**config.mk**
```make
export PLATFORM = sky130hd
export DESIGN_NAME = sdr_burst_datapath
export DESIGN_NICKNAME = d
export VERILOG_FILES = /design/src/rtl/sdr_dp_pkg.sv /design/src/rtl/sdr_col_gen.sv /design/src/rtl/sdr_burst_seq.sv /design/src/rtl/sdr_page_mem.sv /design/src/rtl/sdr_read_pipe.sv /design/src/rtl/sdr_burst_datapath.sv
export SDC_FILE = /design/constraint.sdc
export NUM_CORES = 1
export LEC_CHECK = 0
export BUFFER_PORTS_ARGS = -buffer_cell sky130_fd_sc_hd__buf_2
export CORE_MARGIN = 2
export CORE_UTILIZATION = 60
export DETAILED_ROUTE_END_ITERATION = 12
export GPL_ROUTABILITY_DRIVEN = 0
export PLACE_DENSITY = 0.81
export SYNTH_ARGS = -nofsm -noshare
export SYNTH_HDL_FRONTEND = slang
export SYNTH_HIERARCHICAL = 1
export SYNTH_SLANG_ARGS = --single-unit
```
**constraint.sdc**
```tcl
create_clock -name clk -period 3.8 [get_ports clk]
set_input_delay 0.57 -clock clk [delete_from_list [all_inputs] [get_ports clk]]
set_output_delay 0.57 -clock clk [all_outputs]
set_load 0.01 [all_outputs]
```
**src/rtl/sdr_dp_pkg.sv**
```systemverilog
package sdr_dp_pkg;

    typedef enum logic [1:0] {
        CMD_NOP   = 2'd0,
        CMD_READ  = 2'd1,
        CMD_WRITE = 2'd2,
        CMD_STOP  = 2'd3
    } sdr_cmd_e;

    // deepest CAS latency supported by the read pipeline
    localparam int MAX_CL      = 3;
    // shortest CAS latency; selects the earlier pipeline tap
    localparam int MIN_CL      = 2;
    // clocks between a read mask sample and the silenced lane
    localparam int RD_MASK_LAT = 2;
    // burst offset width (longest burst is 8 words)
    localparam int OFF_W       = 3;

    // wrap mask of a burst: length minus one
    function automatic logic [OFF_W-1:0] len_mask(input logic [1:0] code);
        logic [3:0] span;
        span = (4'd1 << code) - 4'd1;
        return span[OFF_W-1:0];
    endfunction

endpackage

```
**src/rtl/sdr_col_gen.sv**
```systemverilog
module sdr_col_gen
    import sdr_dp_pkg::*;
#(
    parameter int COL_W = 4
) (
    input  logic [COL_W-1:0] start_col,
    input  logic [OFF_W-1:0] idx,
    input  logic [OFF_W-1:0] wrap_mask,
    input  logic             interleave,
    output logic [COL_W-1:0] col
);

    logic [OFF_W-1:0] low;
    logic [OFF_W-1:0] step;

    always_comb begin
        low  = start_col[OFF_W-1:0];
        step = interleave ? (low ^ idx) : (low + idx);
        col  = start_col;
        // bits above the wrap mask stay on the start block
        col[OFF_W-1:0] = (low & ~wrap_mask) | (step & wrap_mask);
    end

endmodule

```
**src/rtl/sdr_burst_seq.sv**
```systemverilog
module sdr_burst_seq
    import sdr_dp_pkg::*;
#(
    parameter int COL_W = 4
) (
    input  logic             clk,
    input  logic             rst_n,
    input  sdr_cmd_e         cmd,
    input  logic [COL_W-1:0] col,
    input  logic [1:0]       blen_code,
    input  logic             interleave,
    input  logic             single_wr,
    output logic             iss_valid,
    output logic             iss_write,
    output logic [COL_W-1:0] iss_col
);

    typedef struct packed {
        logic             active;
        logic             is_write;
        logic             il;
        logic [COL_W-1:0] start;
        logic [OFF_W-1:0] idx;
        logic [OFF_W-1:0] last;
        logic [OFF_W-1:0] wrap;
    } seq_t;

    seq_t seq_d, seq_q;

    logic [COL_W-1:0] gen_start;
    logic [OFF_W-1:0] gen_idx;
    logic [OFF_W-1:0] gen_wrap;
    logic             gen_il;
    logic [OFF_W-1:0] new_wrap;
    logic [OFF_W-1:0] new_last;

    always_comb begin
        seq_d     = seq_q;
        iss_valid = 1'b0;
        iss_write = seq_q.is_write;
        gen_start = seq_q.start;
        gen_idx   = seq_q.idx;
        gen_wrap  = seq_q.wrap;
        gen_il    = seq_q.il;
        new_wrap  = len_mask(blen_code);
        new_last  = (cmd == CMD_WRITE && single_wr) ? '0 : new_wrap;

        case (cmd)
            CMD_READ, CMD_WRITE: begin
                // a new column command restarts a full burst here
                iss_valid      = 1'b1;
                iss_write      = (cmd == CMD_WRITE);
                gen_start      = col;
                gen_idx        = '0;
                gen_wrap       = new_wrap;
                gen_il         = interleave;
                seq_d.active   = (new_last != '0);
                seq_d.is_write = (cmd == CMD_WRITE);
                seq_d.il       = interleave;
                seq_d.start    = col;
                seq_d.idx      = OFF_W'(1);
                seq_d.last     = new_last;
                seq_d.wrap     = new_wrap;
            end
            CMD_STOP: begin
                seq_d.active = 1'b0;
            end
            default: begin
                if (seq_q.active) begin
                    iss_valid = 1'b1;
                    seq_d.idx = seq_q.idx + 1'b1;
                    if (seq_q.idx == seq_q.last) begin
                        seq_d.active = 1'b0;
                    end
                end
            end
        endcase
    end

    always_ff @(posedge clk or negedge rst_n) begin
        if (!rst_n) begin
            seq_q <= '0;
        end else begin
            seq_q <= seq_d;
        end
    end

    sdr_col_gen #(.COL_W(COL_W)) u_col_gen (
        .start_col  (gen_start),
        .idx        (gen_idx),
        .wrap_mask  (gen_wrap),
        .interleave (gen_il),
        .col        (iss_col)
    );

endmodule

```
**src/rtl/sdr_page_mem.sv**
```systemverilog
module sdr_page_mem #(
    parameter int DATA_W = 16,
    parameter int ADDR_W = 4
) (
    input  logic                clk,
    input  logic                rst_n,
    input  logic [DATA_W/8-1:0] wr_lane,
    input  logic [ADDR_W-1:0]   wr_addr,
    input  logic [DATA_W-1:0]   wr_data,
    input  logic [ADDR_W-1:0]   rd_addr,
    output logic [DATA_W-1:0]   rd_data
);

    localparam int DEPTH = 1 << ADDR_W;
    localparam int LANES = DATA_W / 8;

    logic [DATA_W-1:0] mem_d [DEPTH];
    logic [DATA_W-1:0] mem_q [DEPTH];

    always_comb begin
        mem_d = mem_q;
        for (int b = 0; b < LANES; b++) begin
            if (wr_lane[b]) begin
                mem_d[wr_addr][b*8 +: 8] = wr_data[b*8 +: 8];
            end
        end
    end

    always_ff @(posedge clk or negedge rst_n) begin
        if (!rst_n) begin
            for (int i = 0; i < DEPTH; i++) begin
                mem_q[i] <= '0;
            end
        end else begin
            mem_q <= mem_d;
        end
    end

    assign rd_data = mem_q[rd_addr];

endmodule

```
**src/rtl/sdr_read_pipe.sv**
```systemverilog
module sdr_read_pipe
    import sdr_dp_pkg::*;
#(
    parameter int DATA_W = 16,
    parameter int LANES  = DATA_W / 8
) (
    input  logic              clk,
    input  logic              rst_n,
    input  logic              iss_valid,
    input  logic [DATA_W-1:0] iss_data,
    input  logic              cl3,
    input  logic [LANES-1:0]  dqm,
    output logic [DATA_W-1:0] rd_data,
    output logic [LANES-1:0]  rd_oe
);

    typedef struct packed {
        logic [MAX_CL-1:0]                  v;
        logic [MAX_CL-1:0][DATA_W-1:0]      d;
        logic [RD_MASK_LAT-1:0][LANES-1:0]  m;
        logic [DATA_W-1:0]                  od;
        logic [LANES-1:0]                   oe;
    } pipe_t;

    pipe_t pipe_d, pipe_q;

    logic              sel_v;
    logic [DATA_W-1:0] sel_d;

    always_comb begin
        pipe_d      = pipe_q;
        pipe_d.v[0] = iss_valid;
        pipe_d.d[0] = iss_data;
        for (int i = 1; i < MAX_CL; i++) begin
            pipe_d.v[i] = pipe_q.v[i-1];
            pipe_d.d[i] = pipe_q.d[i-1];
        end
        pipe_d.m[0] = dqm;
        for (int i = 1; i < RD_MASK_LAT; i++) begin
            pipe_d.m[i] = pipe_q.m[i-1];
        end

        // the output register adds the last clock of latency
        sel_v = cl3 ? pipe_q.v[MAX_CL-1] : pipe_q.v[MIN_CL-1];
        sel_d = cl3 ? pipe_q.d[MAX_CL-1] : pipe_q.d[MIN_CL-1];

        for (int b = 0; b < LANES; b++) begin
            pipe_d.oe[b]        = sel_v & ~pipe_q.m[RD_MASK_LAT-1][b];
            pipe_d.od[b*8 +: 8] = pipe_d.oe[b] ? sel_d[b*8 +: 8] : 8'h00;
        end
    end

    always_ff @(posedge clk or negedge rst_n) begin
        if (!rst_n) begin
            pipe_q <= '0;
        end else begin
            pipe_q <= pipe_d;
        end
    end

    assign rd_data = pipe_q.od;
    assign rd_oe   = pipe_q.oe;

endmodule

```
**src/rtl/sdr_burst_datapath.sv**
```systemverilog
module sdr_burst_datapath
    import sdr_dp_pkg::*;
#(
    parameter int DATA_W = 16,
    parameter int COL_W  = 4
) (
    input  logic                clk,
    input  logic                rst_n,
    input  logic [1:0]          cmd,
    input  logic [COL_W-1:0]    col,
    input  logic [DATA_W/8-1:0] dqm,
    input  logic [DATA_W-1:0]   wdata,
    input  logic                cfg_cl3,
    input  logic [1:0]          cfg_blen,
    input  logic                cfg_interleave,
    input  logic                cfg_single_wr,
    output logic [DATA_W-1:0]   rd_data,
    output logic [DATA_W/8-1:0] rd_oe
);

    localparam int LANES = DATA_W / 8;

    sdr_cmd_e          cmd_e;
    logic              iss_valid;
    logic              iss_write;
    logic [COL_W-1:0]  iss_col;
    logic [DATA_W-1:0] page_word;
    logic [LANES-1:0]  wr_lane;

    assign cmd_e = sdr_cmd_e'(cmd);

    sdr_burst_seq #(.COL_W(COL_W)) u_seq (
        .clk        (clk),
        .rst_n      (rst_n),
        .cmd        (cmd_e),
        .col        (col),
        .blen_code  (cfg_blen),
        .interleave (cfg_interleave),
        .single_wr  (cfg_single_wr),
        .iss_valid  (iss_valid),
        .iss_write  (iss_write),
        .iss_col    (iss_col)
    );

    // write mask acts on the same clock as the write word
    for (genvar b = 0; b < LANES; b++) begin : g_lane
        assign wr_lane[b] = iss_valid & iss_write & ~dqm[b];
    end

    sdr_page_mem #(.DATA_W(DATA_W), .ADDR_W(COL_W)) u_page (
        .clk     (clk),
        .rst_n   (rst_n),
        .wr_lane (wr_lane),
        .wr_addr (iss_col),
        .wr_data (wdata),
        .rd_addr (iss_col),
        .rd_data (page_word)
    );

    sdr_read_pipe #(.DATA_W(DATA_W), .LANES(LANES)) u_rpipe (
        .clk       (clk),
        .rst_n     (rst_n),
        .iss_valid (iss_valid & ~iss_write),
        .iss_data  (page_word),
        .cl3       (cfg_cl3),
        .dqm       (dqm),
        .rd_data   (rd_data),
        .rd_oe     (rd_oe)
    );

endmodule

```
# After elaboration in Yosys (flattened, before gate mapping)
# Cells that the tools add are included.
word_totals:
  ff_bits: 345
  latchBits: 0
  ramBits: 0
  romBits: 0
  input_bits: 31
  output_inout_bits: 18
  word_cells: 94
  memories: 0
classes:
  add_sub_neg: 3
  n_mul: 0
  n_div: 0
  magnitude_cmp: 2
  n_eq_ne: 4
  n_shift: 1
  mux: 29
  bitwise_logic: 18
  n_reduce_logical: 6
op_table:
  columns: ["cell", "n"]
  rows:
  - ["bitwise mux 256 bit", 2]
  - ["2-to-1 mux 256 bit", 2]
  - ["demux 16 bit (select 4 bit)", 2]
  - ["binary-select mux 16 bit (select 4 bit)", 1]
  - ["2-to-1 mux 16 bit", 4]
  - ["2-to-1 mux 8 bit", 3]
  - ["2-to-1 mux 3 bit", 5]
  - ["bitwise AND 1 bit", 6]
  - ["bitwise AND 3 bit", 2]
  - ["2-to-1 mux 1 bit", 6]
  - ["inverter 1 bit", 6]
  - ["one-hot mux 3 bit (2 select lines)", 1]
  - ["greater-or-equal comparator 5 bit, second input constant", 1]
  - ["< comparator 5 x 1 -> 1 bit, second input constant", 1]
  - ["inverter 4 -> 5 bit", 1]
  - ["== test 2 bit, second input constant", 2]
  - ["2-to-1 mux 4 bit", 1]
  - ["one-hot mux 1 bit (2 select lines)", 2]
  - ["adder 3 x 1 -> 3 bit, second input constant", 1]
  - ["adder 3 bit", 1]
  - ["== test 3 bit", 1]
  - ["inverter 3 bit", 1]
  - ["bitwise OR 3 bit", 1]
  - ["nonzero test 3 bit", 1]
  - ["8 further kinds", 9]

# Longest topological paths before layout
logic_depth:
  ltp_word: 16
  mapped_depth: 15

# Modules after synthesis
# Netlist, hierarchy kept.
by_module_without_submodules:
  columns: ["module", "n_inst", "cells_each", "area_each_um2", "seq_area_each_um2"]
  rows:
  - ["sdr_page_mem", 1, 726, 11638.7, 6406.1]
  - ["sdr_read_pipe", 1, 153, 2351.0, 1826.8]
  - ["sdr_burst_seq", 1, 70, 768.2, 400.4]
  - ["sdr_col_gen", 1, 15, 120.1, 0.0]
  - ["sdr_burst_datapath", 1, 3, 28.8, 0.0]

# Worst setup path before layout
# OpenSTA, ideal clock, no wires.
synth_timing:
  path_type: "input to register"
  from: "in cmd[0]"
  to: "reg u_rpipe.pipe_q (netlist bit u_rpipe/pipe_d[47])"
  setup_ns: 0.124
  arrival_ns: 3.695
  slack_ns: -0.019
  path_stages: 15
  path_cell_list: "inv_1 -> ha_1 -> buf_6 -> mux2_2 -> ha_1 -> inv_1 -> fa_1 -> nor2_1 -> a21oi_1 -> mux2i_1 -> clkbuf_2 -> clkbuf_1 -> mux4_2 -> a22oi_1 -> nand2_1"
synth_between:
  elab_chain_cells: 11
  elab_cells_between_ends: 18
synth_lines:
  columns: ["item", "line_no", "rtl"]
  rows:
  - ["from (decl)", "sdr_burst_datapath.sv:9", "input logic [1:0] cmd,"]
  - ["== test 2 x 1 -> 1 bit / == test 2 bit (equally long branches)", "sdr_burst_seq.sv:48", "case (cmd)"]
  - ["OR reduction 2 bit *", "sdr_burst_seq.sv:48", null]
  - ["2-to-1 mux 4 bit *", "sdr_burst_seq.sv:48", null]
  - ["net u_seq.gen_start[0]", "sdr_burst_seq.sv:30", "logic [COL_W-1:0] gen_start;"]
  - ["adder 3 bit *", "sdr_col_gen.sv:18", "step = interleave ? (low ^ idx) : (low + idx);"]
  - ["2-to-1 mux 3 bit *", "sdr_col_gen.sv:18", null]
  - ["bitwise AND 3 bit *", "sdr_col_gen.sv:21", "col[OFF_W-1:0] = (low & ~wrap_mask) | (step & wrap_mask);"]
  - ["bitwise OR 3 bit *", "sdr_col_gen.sv:21", null]
  - ["net iss_col[1]", "sdr_burst_datapath.sv:26", "logic [COL_W-1:0] iss_col;"]
  - ["inverter 4 -> 5 bit (not written as such) *", "sdr_page_mem.sv:39", "assign rd_data = mem_q[rd_addr];"]
  - ["binary-select mux 16 bit (select 4 bit) *", "sdr_page_mem.sv:39", null]
  - ["2-to-1 mux 16 bit (not written as such) * (2 in a row)", "sdr_page_mem.sv:39", null]
  - ["net page_word[9]", "sdr_burst_datapath.sv:27", "logic [DATA_W-1:0] page_word;"]
  - ["to (signal assigned)", "sdr_read_pipe.sv:57", "pipe_q <= pipe_d;"]
  - ["to (decl)", "sdr_read_pipe.sv:25", "pipe_t pipe_d, pipe_q;"]
# The timed path passes the listed nets; every way through them passes the cells marked *. The select of a mux whose other input is x is not followed.
# A chain may end at the register's enable or synchronous reset.

# Worst setup path after layout
layout_timing:
  from: "in cmd[0]"
  to: "reg u_rpipe.pipe_q (netlist bit u_rpipe/pipe_d[39])"
# Same word-level chain as after synthesis.

==> run summary <==
Minimum clock period - 3460 ps
Power Density - 607 mW/mm2
Commonest cells after routing, fill and taps aside - dfrtp_1 (345), mux2_2 (254), mux4_2 (64), buf_4 (50), buf_2 (47)
Final wirelength - 30,100 um
Synth async-reset ratio - 100%
Yosys top cell area share - 57.9%
Vias in the first global route - 9,068
IO Pins - 49
Commonest non-fill, non-tap cell in the layout - dfrtp_1
Vias per cell - 5.97
Core area - 0.0244 mm2
Setup Viol. Count Final - 0
Fmax - 0.289 GHz
Initial antenna violation count - 0
Synth top area cells - dfrtp_1 (58%), mux2_2 (19%), mux4_2 (9.7%)
Clock-pin slew on the worst setup and hold paths - 60 ps
Worst-margin pin slew - 1260 ps
Port buffer count - 48
Tot GR Track Use - 24.1%
Final Skew - 13.1 ps
Unrepaired setup endpoints after global routing - false
DRT Pass-1 Iters - 4
Netlist cell types - 44
Synth area leader - dfrtp_1
Post-Syn Area - 0.0149 mm2
Worst setup EP type - flop
Detailed Route Iter0 Violations - 583
H-tree Lvls - 2
Crit-path max FO - 16
DIE AREA - 0.0261 mm2
FF+latch count, synth - 345
CP Data Arrival Time - 3910 ps
Hpwl dp - 19,700 um
Nets - 1,086
Required @ worst endpoint - 4250 ps
Mapped Nets - 1,005
Die height - 162 um
Status - finished clean
Rel. slew slack - 15.9%
Horiz. Die Dim - 162 um
Cells after Synth - 967
CTS tree - built
CTS Buf Count - 36
CTS root buffer - clkbuf_16
CP startpoint kind - primary input
IR Drop Worst-Case VDD - 324 uV
EDFF count, synth - 0
Wire per inst - 21.5 um
ANT cells - 0
GRT Residual Overflow - 0
Maxcap violations - 0
Clk sink count - 345
Worst skew pair latency - 520 ps
Drt drc - 0
Routed via count - 8,338
Global-route wire length before repair - 49,200 um
CTS resizes - 0
Endpoints failing hold - 0
Total power - 10.4 mW
Leakage - 8.28 nW
WHS - 128 ps
Register area share after synthesis - 57.9%
Postcts setup bufs - 0
Starting Density - 61.1%
Antenna-violating nets left - 0
Area growth syn-to-layout - 15.1%
Largest net degree at the start of global routing - 114
Final critical-path share of the clock period - 91.0%
Top_reg_cell synth - dfrtp_1
Yosys warns - 6
Hold WC Path Type - primary input to async pin
Layout cell share with drive strength beyond 1 - 50.6%
Clock Tree Buf Depth - 3
Final slew viol count - 0
Cell row count - 57
Avg Cell Area, Syn - 15.4 um2
Post-CTS Hold Fix Bufs - 0
Critical Setup Path Class - primary input to flop
==> where the power goes <==
group / switching (mW) / leakage (nW) / internal (mW)
Combinational: 0.949 / 3.04 / 1.21
Clock: 1.40 / 0.560 / 1.95
Sequential: 0.410 / 4.68 / 4.50
==> synthesized netlist by cell type (2+ instances only) <==
cell        n
dfrtp_1   345
xor2_1      3
nor2_2     18
o22ai_2     8
mux2_4      8
a22oi_1    32
nor3_1      2
ha_1        6
nand3_1    13
buf_6       3
nand2_1    40
clkbuf_1   27
mux2_2    255
and3b_2     2
nor2b_1     7
o21ai_0     7
buf_4      25
nand2b_1    7
a21oi_1    11
inv_1      10
buf_2      22
mux4_2     64
nand4b_2    2
or3_1       5
nand3b_1   12
nor2_1     10
mux2i_1     3
nand3b_2    2
buf_1       3
==> worst paths after layout <==
kind	slack (ps)	end	depth (start not counted)	startpoint
max in group asynchronous	2730	u_rpipe/pipe_q[69]	2	rst_n
worst min-delay path	130	u_page/mem_q[46]	1	rst_n
worst max-delay path	340	u_rpipe/pipe_d[39]	13	cmd[0]
worst max register to register	500	u_rpipe/pipe_d[39]	10	u_seq/seq_q[6]
worst min register to register	350	u_rpipe/pipe_d[69]	0	u_rpipe/pipe_d[53]
min in group clk	180	u_rpipe/pipe_d[20]	1	dqm[0]
==> per-stage QoR <==
step / area (um2) / utilization (%) / setup WS (ps) / setup TNS [ps] / std cells
final: 17200 / 70.3 / 341 / 0 / 1397
after global routing: 17200 / 70.3 / 59.0 / 0 / 1397
after CTS: 17200 / 70.3 / 400 / 0 / 1397
after detailed placement: 16000 / 65.7 / -65.4 / -653 / 1334
after global placement: 16000 / 65.7 / 23.3 / 0 / 1334
after floorplan: 14900 / - / 22.7 / 0 / 967
==> state kept, by name, summed over array words and instances, names as in the netlist <==
name / flops
u_rpipe/rd_oe: 2
u_rpipe/pipe_d: 36
u_seq/seq_q: 16
u_page/mem_q: 256
u_rpipe/pipe_q: 19
u_rpipe/rd_data: 16
==> layout make-up <==
| cell class | count | area, um2 |
|---|---|---|
| flip-flops and latches | 345 | 8630 |
| fillers | 1547 | 7240 |
| multi-input cells | 531 | 5800 |
| repair buffers | 124 | 1150 |
| clock buffers | 53 | 1070 |
| well taps | 324 | 405 |
| clock inverters | 10 | 60.1 |
| inverters | 10 | 37.5 |
==> worst max-delay path, cell delays in order <==
cell     delay [ps]
buf_2            90
inv_1            50
ha_1            360
mux2_2          270
ha_1            140
inv_1            50
fa_1            400
nor3_1          170
o21ai_1         100
xnor2_1         330
nor2b_1        1030
a22oi_1         210
nand2_1         130
==> layer usage <==
layer | track usage (%) | up-vias | wire length, um
li1 | - | 3656 | -
met1 | 33.8 | 4459 | 13000
met2 | 39.6 | 179 | 14900
met3 | 4.90 | 44 | 1660
met4 | 5.83 | 0 | 492
met5 | 0 | - | 0
==> logic make-up after synthesis <==
logic type               share of synthesized area, %
buffers and inverters                            3.27
multiplexers                                     30.0
AO/OA/AOI/OAI                                    3.08
flip-flops                                       57.9
AND/OR/NAND/NOR                                  4.85
adder cells (fa/ha/maj)                         0.638
XOR/XNOR                                        0.235
Note: power is estimated with default switching activity, not from simulation.
